[config.mk]
export PLATFORM = sky130hd
export DESIGN_NAME = gpio_port
export DESIGN_NICKNAME = d
export VERILOG_FILES = /design/src/rtl/gpio_port_pkg.sv /design/src/rtl/gpio_port_regs.sv /design/src/rtl/gpio_port_sync.sv /design/src/rtl/gpio_port_pinctl.sv /design/src/rtl/gpio_port_irq.sv /design/src/rtl/gpio_port.sv
export SDC_FILE = /design/constraint.sdc
export NUM_CORES = 1
export LEC_CHECK = 0
export ABC_CLOCK_PERIOD_IN_PS = 1650
export BUFFER_PORTS_ARGS = -buffer_cell sky130_fd_sc_hd__buf_4
export CELL_PAD_IN_SITES_DETAIL_PLACEMENT = 1
export CELL_PAD_IN_SITES_GLOBAL_PLACEMENT = 1
export CORE_AREA = 10 10 78 97
export CTS_CLUSTER_DIAMETER = 40
export DETAILED_ROUTE_END_ITERATION = 7
export DIE_AREA = 0 0 88 107
export PLACE_DENSITY = 0.85
export SYNTH_ARGS = -nofsm -noshare
export SYNTH_HDL_FRONTEND = slang
export SYNTH_HIERARCHICAL = 1
export SYNTH_SLANG_ARGS = --single-unit
[constraint.sdc]
create_clock -name clk -period 1.65 [get_ports clk]
set_input_delay 0.0825 -clock clk [delete_from_list [all_inputs] [get_ports clk]]
set_output_delay 0.0825 -clock clk [all_outputs]
set_load 0.005 [all_outputs]
[src/rtl/gpio_port_pkg.sv]
package gpio_port_pkg;

    typedef enum logic [1:0] {
        REG_DATA = 2'd0,
        REG_DIR  = 2'd1,
        REG_OPT  = 2'd2,
        REG_NONE = 2'd3
    } reg_sel_e;

    typedef enum logic [1:0] {
        PM_FLOAT,
        PM_IRQ_IN,
        PM_OPEN_DRAIN,
        PM_PUSH_PULL
    } pin_mode_e;

    typedef struct packed {
        logic out;
        logic oe;
        logic pu;
        logic ie;
    } pad_ctrl_t;

    // Direction picks input/output; the option bit picks the sub-mode.
    function automatic pin_mode_e decode_mode(input logic dir, input logic opt,
                                              input logic pp_reserved);
        if (!dir)
            return opt ? PM_IRQ_IN : PM_FLOAT;
        else if (opt && !pp_reserved)
            return PM_PUSH_PULL;
        else
            return PM_OPEN_DRAIN;
    endfunction

    function automatic pad_ctrl_t mode_to_pad(input pin_mode_e m, input logic latch);
        pad_ctrl_t c;
        c = '0;
        case (m)
            PM_IRQ_IN:     begin c.pu = 1'b1; c.ie = 1'b1; end
            PM_OPEN_DRAIN: begin c.oe = ~latch; end
            PM_PUSH_PULL:  begin c.oe = 1'b1; c.out = latch; end
            default:       c = '0;
        endcase
        return c;
    endfunction

endpackage

[src/rtl/gpio_port_regs.sv]
module gpio_port_regs
    import gpio_port_pkg::*;
#(
    parameter int W          = 8,
    parameter bit HAS_OPTION = 1'b1
) (
    input  logic         clk,
    input  logic         rst,
    input  logic         wr,
    input  logic [1:0]   addr,
    input  logic [W-1:0] wdata,
    output logic [W-1:0] data_q,
    output logic [W-1:0] dir_q,
    output logic [W-1:0] opt_q
);
    reg_sel_e sel;
    assign sel = reg_sel_e'(addr);

    always_ff @(posedge clk) begin
        if (rst) begin
            data_q <= '0;
            dir_q  <= '0;
        end else if (wr) begin
            if (sel == REG_DATA) data_q <= wdata;
            if (sel == REG_DIR)  dir_q  <= wdata;
        end
    end

    generate
        if (HAS_OPTION) begin : g_opt
            always_ff @(posedge clk) begin
                if (rst)                        opt_q <= '0;
                else if (wr && sel == REG_OPT)  opt_q <= wdata;
            end
        end else begin : g_no_opt
            assign opt_q = '0;
        end
    endgenerate

    AST_DATA_WRITE: assert property (@(posedge clk) disable iff (rst)
        (wr && sel == REG_DATA) |=> (data_q == $past(wdata)));
    AST_DIR_HOLD: assert property (@(posedge clk) disable iff (rst)
        !(wr && sel == REG_DIR) |=> $stable(dir_q));
endmodule

[src/rtl/gpio_port_sync.sv]
module gpio_port_sync #(
    parameter int W      = 8,
    parameter int STAGES = 2
) (
    input  logic         clk,
    input  logic         rst,
    input  logic [W-1:0] d,
    output logic [W-1:0] q
);
    logic [STAGES-1:0][W-1:0] st;

    generate
        for (genvar s = 0; s < STAGES; s++) begin : g_stage
            always_ff @(posedge clk) begin
                if (rst)         st[s] <= '0;
                else if (s == 0) st[s] <= d;
                else             st[s] <= st[(s == 0) ? 0 : s-1];
            end
        end
    endgenerate

    assign q = st[STAGES-1];
endmodule

[src/rtl/gpio_port_pinctl.sv]
module gpio_port_pinctl
    import gpio_port_pkg::*;
#(
    parameter int W           = 8,
    parameter bit PP_RESERVED = 1'b0
) (
    input  logic [W-1:0] dir,
    input  logic [W-1:0] opt,
    input  logic [W-1:0] latch,
    output logic [W-1:0] pad_out,
    output logic [W-1:0] pad_oe,
    output logic [W-1:0] pad_pu,
    output logic [W-1:0] pad_ie
);
    generate
        for (genvar i = 0; i < W; i++) begin : g_pin
            pin_mode_e mode;
            pad_ctrl_t ctl;
            assign mode       = decode_mode(dir[i], opt[i], PP_RESERVED);
            assign ctl        = mode_to_pad(mode, latch[i]);
            assign pad_out[i] = ctl.out;
            assign pad_oe[i]  = ctl.oe;
            assign pad_pu[i]  = ctl.pu;
            assign pad_ie[i]  = ctl.ie;
        end
    endgenerate
endmodule

[src/rtl/gpio_port_irq.sv]
module gpio_port_irq #(
    parameter int W = 8
) (
    input  logic         clk,
    input  logic         rst,
    input  logic [W-1:0] lvl,
    input  logic [W-1:0] ie,
    input  logic         clr,
    output logic         pend
);
    logic [W-1:0] prev_q;
    logic         hit;

    assign hit = |(prev_q & ~lvl & ie);

    always_ff @(posedge clk) begin
        if (rst) begin
            prev_q <= '0;
            pend   <= 1'b0;
        end else begin
            prev_q <= lvl;
            pend   <= (pend & ~clr) | hit;
        end
    end

    AST_IRQ_STICKY: assert property (@(posedge clk) disable iff (rst)
        (pend && !clr) |=> pend);
    AST_IRQ_SET_WINS: assert property (@(posedge clk) disable iff (rst)
        (|($past(lvl) & ~lvl & ie)) |=> pend);
endmodule

[src/rtl/gpio_port.sv]
module gpio_port
    import gpio_port_pkg::*;
#(
    parameter int W           = 8,
    parameter bit HAS_OPTION  = 1'b1,
    parameter bit PP_RESERVED = 1'b0,
    parameter int SYNC_STAGES = 2
) (
    input  logic         clk,
    input  logic         rst,
    input  logic [1:0]   bus_addr,
    input  logic         bus_wr,
    input  logic [W-1:0] bus_wdata,
    output logic [W-1:0] bus_rdata,
    input  logic         irq_clear,
    input  logic [W-1:0] pad_in,
    output logic [W-1:0] pad_out,
    output logic [W-1:0] pad_oe,
    output logic [W-1:0] pad_pu,
    output logic [W-1:0] pad_ie,
    output logic         irq
);
    logic [W-1:0] data_q, dir_q, opt_q, opt_eff, lvl;

    gpio_port_regs #(.W(W), .HAS_OPTION(HAS_OPTION)) u_regs (
        .clk(clk), .rst(rst), .wr(bus_wr), .addr(bus_addr), .wdata(bus_wdata),
        .data_q(data_q), .dir_q(dir_q), .opt_q(opt_q)
    );

    gpio_port_sync #(.W(W), .STAGES(SYNC_STAGES)) u_sync (
        .clk(clk), .rst(rst), .d(pad_in), .q(lvl)
    );

    // Without an option register, direction alone decides: floating in, push-pull out.
    assign opt_eff = HAS_OPTION ? opt_q : dir_q;

    gpio_port_pinctl #(.W(W), .PP_RESERVED(PP_RESERVED)) u_pins (
        .dir(dir_q), .opt(opt_eff), .latch(data_q),
        .pad_out(pad_out), .pad_oe(pad_oe), .pad_pu(pad_pu), .pad_ie(pad_ie)
    );

    gpio_port_irq #(.W(W)) u_irq (
        .clk(clk), .rst(rst), .lvl(lvl), .ie(pad_ie), .clr(irq_clear), .pend(irq)
    );

    always_comb begin
        case (reg_sel_e'(bus_addr))
            REG_DATA: bus_rdata = (data_q & dir_q) | (lvl & ~dir_q);
            REG_DIR:  bus_rdata = dir_q;
            REG_OPT:  bus_rdata = opt_q;
            default:  bus_rdata = '0;
        endcase
    end

    AST_INPUT_NO_DRIVE: assert property (@(posedge clk) disable iff (rst)
        ((pad_oe & ~dir_q) == '0));
    AST_PULLUP_INPUT_ONLY: assert property (@(posedge clk) disable iff (rst)
        ((pad_pu & dir_q) == '0));

    generate
        if (PP_RESERVED) begin : g_rsv_chk
            AST_RSV_NEVER_HIGH: assert property (@(posedge clk) disable iff (rst)
                ((pad_oe & pad_out) == '0));
        end
    endgenerate
endmodule

==> results of run 1 <==
metrics by stage:
stage / total power (uW) / utilization, % / cells
2_1_floorplan: 1440 / - / 239
3_3_place_gp: 1540 / 47.6 / 343
3_5_place_dp: 1550 / 47.6 / 343
4_1_cts: 2220 / 50.3 / 357
5_1_grt: 2300 / 50.3 / 357
6_report: 2190 / 50.3 / 357
area by class of cell:
cell class	count	area, um2
clock buffers	5	68.8
clock inverters	1	5.00
well taps	66	82.6
multi-input cells	146	1110
repair buffers	71	553
fillers	652	2830
inverters	19	71.3
flip-flops and latches	49	981
cell usage in the layout, fill, tap and decap left out, types with 5 or more instances in the layout:
master / n
sky130_fd_sc_hd__inv_1: 19
sky130_fd_sc_hd__nor2_1: 9
sky130_fd_sc_hd__mux2i_1: 24
sky130_fd_sc_hd__nand2_1: 10
sky130_fd_sc_hd__dfxtp_1: 49
sky130_fd_sc_hd__clkbuf_8: 5
sky130_fd_sc_hd__buf_4: 63
sky130_fd_sc_hd__nor2b_1: 10
sky130_fd_sc_hd__nor2b_2: 8
sky130_fd_sc_hd__o211ai_1: 8
sky130_fd_sc_hd__a21boi_2: 8
sky130_fd_sc_hd__nand2b_1: 32
sky130_fd_sc_hd__and2b_2: 6
sky130_fd_sc_hd__dlygate4sd3_1: 8
sky130_fd_sc_hd__nand3b_1: 7
sky130_fd_sc_hd__and3_1: 8
sky130_fd_sc_hd__a32oi_1: 9
logic make-up after synthesis:
kind of cell | Yosys count | share of synthesized area (%)
AOI/OAI and AO/OA | 27 | 10.5
buffers and inverters | 44 | 10.8
DFF | 49 | 41.9
muxes | 24 | 10.3
and+or+nand+nor | 95 | 26.5
final timing paths:
check,start,cells past startpoint,end
max,u_regs/opt_q[2],5,u_irq/pend
min,bus_wdata[0],3,u_regs/dir_q[0]
max reg2reg,u_regs/opt_q[2],5,u_irq/pend
min reg2reg,u_sync/st[6],1,u_sync/q[6]
routing by layer:
metal  GRT usage, %  part of all wire (%)  vias to the layer above
met5              0                     0                        -
met4           4.68                   1.4                        0
li1               -                     -                      880
met2           23.4                    52                       40
met3           4.39                   6.1                        7
met1           14.5                    41                      862
state kept, by name, summed over array words and instances, names as in the netlist:
| signal | cells |
|---|---|
| u_regs/dir_q | 8 |
| u_sync/st | 8 |
| u_irq/pend | 1 |
| u_irq/prev_q | 8 |
| u_regs/data_q | 8 |
| u_regs/opt_q | 8 |
| u_sync/q | 8 |
timing repair:
action,CTS,global route
buffers inserted,0,0
endpoints found under the hold margin,8,0
hold buffers,8,0
worst reg2reg max path: stages, from the launching register on:
cell and delay (ps):
sky130_fd_sc_hd__dfxtp_1 400, sky130_fd_sc_hd__inv_1 90, sky130_fd_sc_hd__nor2_1 210, sky130_fd_sc_hd__nand2_1 100
sky130_fd_sc_hd__o221a_2 300, sky130_fd_sc_hd__a31oi_1 170
power by group through the flow:
stage,clock network [uW],registers (uW),logic [uW]
final,656,1260,270
after detailed placement,0,1290,258
after global placement,0,1290,253
after global routing,732,1270,296
after floorplan,0,1270,164
after CTS,684,1260,274
==> metrics.log, run 1 <==
[metrics] status: finished, final reports clean
[metrics] part of the power in registers: between 50% and 60%
[metrics] power dissipated by switching net loads: about 530 uW
[metrics] clock group share of total power: ~30%
[metrics] LEAKAGE: between 0.001 and 0.0015 uW
[metrics] die outline width: 88 um
[metrics] Resized Gates After CTS: 0
[metrics] Net Count, Synth: around 260
[metrics] Port Buf Inserts: 62
[metrics] root buffer cell: sky130_fd_sc_hd__clkbuf_8
[metrics] worst-case clock buffer depth: 2
[metrics] Max Clock Freq: around 740 MHz
[metrics] H-tree depth: 2
[metrics] CTS tree: yes
[metrics] fraction of registers with async set/reset: 0%
[metrics] final layout net count: 314
[metrics] DPL Wire Length: roughly 4600 um
[metrics] Initial DRT Pass Iterations: 4
[metrics] die span in y: about 110 um
[metrics] antenna diode count: 0
[metrics] layout overhead on the synthesized area: 22.5%
[metrics] overall routing resource usage: 13.4%
[metrics] DRT iter0 DRCs: 66
[metrics] IR drop worst, VDD: 501 uV
[metrics] die area: 9420 um2
[metrics] most instantiated flip-flop cell in the synthesis netlist: sky130_fd_sc_hd__dfxtp_1
[metrics] Critical Path Sink Type: flip-flop
[metrics] post-route worst setup slack: 304 ps
[metrics] area after detailed placement: between 2000 and 3000 um2
[metrics] critical path's top delay family: compound AO/OA/AOI/OAI gates
[metrics] Area contributors post-synth: sky130_fd_sc_hd__dfxtp_1 42%, sky130_fd_sc_hd__mux2i_1 10%, sky130_fd_sc_hd__nand2b_1 8.6%
[metrics] most used standard cells in the synthesized netlist: 49 x sky130_fd_sc_hd__dfxtp_1, 32 x sky130_fd_sc_hd__nand2b_1, 24 x sky130_fd_sc_hd__mux2i_1
[metrics] Worst Tran Pin Value: ~500 ps
[metrics] RSZ-0062 raised after global routing: false
[metrics] mean post-synth cell area: about 10 um2
[metrics] first-pass GRT wire length: ~10000 um
[metrics] period utilization: between 80% and 90%
[metrics] total I/O pin count: 63
[metrics] largest area contributor in the synthesized netlist: sky130_fd_sc_hd__dfxtp_1
[metrics] TritonCTS buffer count: 5
[metrics] portion of total power attributed to combinational logic: about an eighth
[metrics] number of enable flip-flop cells after synthesis: 0
[metrics] synthesized flop and latch total: 49
[metrics] average wire per standard cell: 17.4 um
[metrics] clock-pin slew on the worst setup and hold paths: around 90 ps
[metrics] warnings from Yosys: 6
[metrics] Internal Pwr Total: 1650 uW
[metrics] antenna violations before repair: 0
[metrics] count of unresolved DRC violations after routing: 0
[metrics] area of the core: ~5700 um2
[metrics] Min-Delay Path Class: input pin to flip-flop
[metrics] tightest hold margin: about 98 ps
[metrics] final cell area excluding filler cells: around 2900 um2
[metrics] TritonCTS sink count: 49
[metrics] final worst path period need: roughly 1300 ps
[metrics] GR Overflow Total: 0
[metrics] via count: around 1800
[metrics] Gate Count Post-Synth: roughly 240
[metrics] kind of start point of the critical path: flip-flop
[metrics] via/cell ratio: between 5 and 6
[metrics] final count of pins violating max slew: 0
[metrics] share of layout cells above drive strength 1: around a third
[metrics] Final Hold Violating Endpoints: 0
[metrics] placement-stage worst setup slack: about 320 ps
[metrics] insertion delay of the later-clocked pin in the worst-skew pair: 300 ps
[metrics] crit-path cells: inv_1, nor2_1, nand2_1, o221a_2, a31oi_1
[metrics] initial cell density of the core: ~41%
[metrics] relative slew slack: about two thirds
[metrics] minimum setup slack among reg-to-reg paths: just over 300 ps
[metrics] total number of placement rows: 31
[metrics] largest net degree at the start of global routing: 58
[metrics] switching fraction of total power: 24.4%
[metrics] most common cell in the synthesized netlist: sky130_fd_sc_hd__dfxtp_1
[metrics] crit-path max FO: 4
[metrics] setup TNS: 0 ps
[metrics] Worst Path Class, Setup: flip-flop to flip-flop
[metrics] Crit path largest cell delay: approximately 400 ps
[metrics] Maximum Capacitance Violations: 0
[metrics] Worst Path Required: ~1900 ps
[metrics] Seq/Total Area, Yosys: between 40% and 50%
[metrics] share of the synthesized area in the top cell type: around two fifths
[metrics] slowest stage cell on the critical path: sky130_fd_sc_hd__dfxtp_1
[metrics] final RePlAce weighted congestion: between 0.7 and 0.8
[metrics] Finish-stage setup viols: 0
[metrics] cell area after synthesis: roughly 2300 um2
[metrics] via count of the first global-routing pass: between 1500 and 2000
[metrics] power density relative to cell area: around 760 nW/um2
[metrics] final routed wirelength across all metal layers: 6200 um
[metrics] total buffers and inverters traversed by the critical path: 1
[metrics] number of nets with antenna violations after routing: 0
[metrics] Cell variety after synth: 25
[metrics] final setup skew: between 7 and 8 ps
[metrics] CP Data Arrival Time: approximately 1600 ps
Note: power is estimated with default switching activity, not from simulation.
==> inputs of run 2 (changes only) <==
--- a/config.mk
+++ b/config.mk
@@ -5,15 +5,15 @@
 export SDC_FILE = /design/constraint.sdc
 export NUM_CORES = 1
 export LEC_CHECK = 0
-export ABC_CLOCK_PERIOD_IN_PS = 1650
+export ABC_CLOCK_PERIOD_IN_PS = 1300
 export BUFFER_PORTS_ARGS = -buffer_cell sky130_fd_sc_hd__buf_4
 export CELL_PAD_IN_SITES_DETAIL_PLACEMENT = 1
 export CELL_PAD_IN_SITES_GLOBAL_PLACEMENT = 1
-export CORE_AREA = 10 10 78 97
+export CORE_AREA = 10 10 81 100
 export CTS_CLUSTER_DIAMETER = 40
 export DETAILED_ROUTE_END_ITERATION = 7
-export DIE_AREA = 0 0 88 107
-export PLACE_DENSITY = 0.85
+export DIE_AREA = 0 0 91 110
+export PLACE_DENSITY = 0.8
 export SYNTH_ARGS = -nofsm -noshare
 export SYNTH_HDL_FRONTEND = slang
 export SYNTH_HIERARCHICAL = 1
==> constraint.sdc (replaced) <==
create_clock -name clk -period 1.3 [get_ports clk]
set_input_delay 0.065 -clock clk [delete_from_list [all_inputs] [get_ports clk]]
set_output_delay 0.065 -clock clk [all_outputs]
set_load 0.005 [all_outputs]
==> run 2 against run 1 <==
Effect of this change: design area up 5.8%; utilization down 1.1 points; via count increased by 1.7%; largest power group unchanged; hold slack worse by 57 ps; wire length is 1.6% higher; count of clock-buffer cells in the layout stayed put; sequential power rose by 27%.
==> metrics.log, run 2 (same netlist as run 1, synthesis figures left out) <==
[metrics] status: finished, final reports clean
[metrics] CP Data Arrival Time: roughly 1200 ps
[metrics] Util after Layout: between 40% and 50%
[metrics] die span in y: approximately 110 um
[metrics] met2 demand-to-capacity share in global routing: between 20% and 30%
[metrics] final layout net count: 321
[metrics] TritonCTS sink count: a little under 50
[metrics] Maximum Capacitance Violations: 0
[metrics] RSZ-0062 raised after global routing: false
[metrics] via/cell ratio: roughly 4.7
[metrics] area of the core: approximately 6000 um2
[metrics] final worst path period need: about 1200 ps
[metrics] average wire per standard cell: 16.4 um
[metrics] DRT iter0 DRCs: 79
[metrics] most frequent cells in the layout: 71 x sky130_fd_sc_hd__buf_4, 39 x sky130_fd_sc_hd__dfxtp_1, 32 x sky130_fd_sc_hd__nand2b_1
[metrics] Max Clock Freq: ~810 MHz
[metrics] total I/O pin count: 63
[metrics] number of nets with antenna violations after routing: 0
[metrics] die outline width: about 91 um
[metrics] most common library cell in the layout ignoring fill and taps: sky130_fd_sc_hd__buf_4
[metrics] Initial DRT Pass Iterations: 4
[metrics] initial cell density of the core: approximately 38%
[metrics] Critical Path Sink Type: output pin
[metrics] H-tree depth: 2
[metrics] overall routing resource usage: between 10% and 20%
[metrics] Filler Cells Inserted: 735
[metrics] Port Buf Inserts: 62
[metrics] count of unresolved DRC violations after routing: 0
[metrics] TritonCTS buffer count: 5
[metrics] die area: approximately 10000 um2
[metrics] setup TNS: 0 ps
[metrics] total buffers and inverters traversed by the critical path: 2
[metrics] worst-case clock buffer depth: 2
[metrics] Worst Tran Pin Value: between 400 and 500 ps
[metrics] met1 capacity usage during global routing: between 10% and 20%
[metrics] root buffer cell: sky130_fd_sc_hd__clkbuf_8
[metrics] clock-pin slew on the worst setup and hold paths: 90 ps
[metrics] first-pass GRT wire length: about 10000 um
[metrics] final routed wirelength across all metal layers: approximately 6300 um
[metrics] antenna violations before repair: 0
[metrics] Crit path largest cell delay: 390 ps
[metrics] Min-Delay Path Class: input pin to flip-flop
[metrics] layout overhead on the synthesized area: 29.7%
[metrics] Final Hold Violating Endpoints: 0
[metrics] via count of the first global-routing pass: roughly 2000
[metrics] met3 Resource Use GR: roughly 2.8%
[metrics] LEAKAGE: 0.00139 uW
[metrics] largest net degree at the start of global routing: slightly above 50
[metrics] slowest stage cell on the critical path: sky130_fd_sc_hd__dfxtp_4
[metrics] antenna diode count: 0
[metrics] Finish-stage setup viols: 0
[metrics] critical path's top delay family: flip-flops
[metrics] DPL Wire Length: 4630 um
[metrics] crit-path cells: inv_1, a32oi_1, nand2_1, buf_4
[metrics] IR drop worst, VDD: about 690 uV
[metrics] period utilization: a little over nine tenths
[metrics] share of layout cells above drive strength 1: between 30 and 40%
[metrics] crit-path max FO: 6
[metrics] total number of placement rows: 32
[metrics] CTS tree: yes
[metrics] final RePlAce weighted congestion: 0.803
[metrics] busiest layer in global routing: met2
[metrics] relative slew slack: 71.3%
[metrics] placed cells: 370
[metrics] PnR Total Power: between 3000 and 4000 uW
[metrics] Final Instance Count excl. Fillers: between 300 and 400
[metrics] insertion delay of the later-clocked pin in the worst-skew pair: about 310 ps
[metrics] Worst Path Class, Setup: flip-flop to output pin
[metrics] power density relative to cell area: roughly 1100 nW/um2
[metrics] GR Overflow Total: 0
[metrics] final setup skew: ~5.6 ps
[metrics] Worst Path Required: between 1000 and 1500 ps
[metrics] via count: about 1800
[metrics] kind of start point of the critical path: flip-flop
[metrics] final count of pins violating max slew: 0
==> run 2: worst reg2reg max path: stages, from the launching register on <==
cell and delay (ps):
sky130_fd_sc_hd__dfxtp_2 360, sky130_fd_sc_hd__inv_1 70, sky130_fd_sc_hd__nor2_1 160, sky130_fd_sc_hd__nand2_1 80
sky130_fd_sc_hd__o221a_2 280, sky130_fd_sc_hd__a31oi_1 160
==> run 2: timing repair <==
| item | in CTS | in global routing |
|---|---|---|
| setup endpoints to repair | 3 | 19 |
| gates cloned | 0 | 0 |
| hold buffers | 7 | 0 |
| gates resized for setup | 2 | 15 |
| hold endpoints to repair | 7 | 0 |
| buffers inserted | 0 | 0 |
==> run 2: layer usage <==
layer  wire (um)  part of all wire, %
met1        2620                   42
met2        3350                   53
met4         100                  1.6
met5           0                    0
met3         223                  3.5
==> run 2: final cells by class <==
| class | count | area, um2 | share of cell area [%] |
|---|---|---|---|
| Inverter | 19 | 71.3 | 2.35 |
| Clock inverter | 3 | 68.8 | 2.27 |
| Timing Repair Buffer | 78 | 603 | 19.9 |
| Tap cell | 85 | 106 | 3.50 |
| Clock buffer | 5 | 68.8 | 2.27 |
| Multi-Input combinational cell | 146 | 1120 | 36.8 |
| Sequential cell | 49 | 1000 | 33.0 |
==> run 2: final timing paths <==
path         slack [ps]             from  depth (start not counted)      endpoint
max                  60  u_regs/dir_q[6]                          4  bus_rdata[6]
min                  40        pad_in[6]                          2  u_sync/st[6]
max reg2reg         130  u_regs/opt_q[2]                          5    u_irq/pend
min reg2reg         440     u_sync/st[5]                          1   u_sync/q[5]
==> run 2: power breakdown <==
group	internal [uW]	switching, uW
clock network	774	542
registers	1550	45.7
logic	200	158
total	2530	745
==> run 2: stage by stage <==
stage,instance area (um2),hold slack (ps),setup WS [ps]
finish,3040,41.0,58.5
floorplan,2340,132,190
CTS,3010,28.7,6.99
detailed placement,2800,289,102
global route,3040,15.8,2.23
global placement,2800,279,143
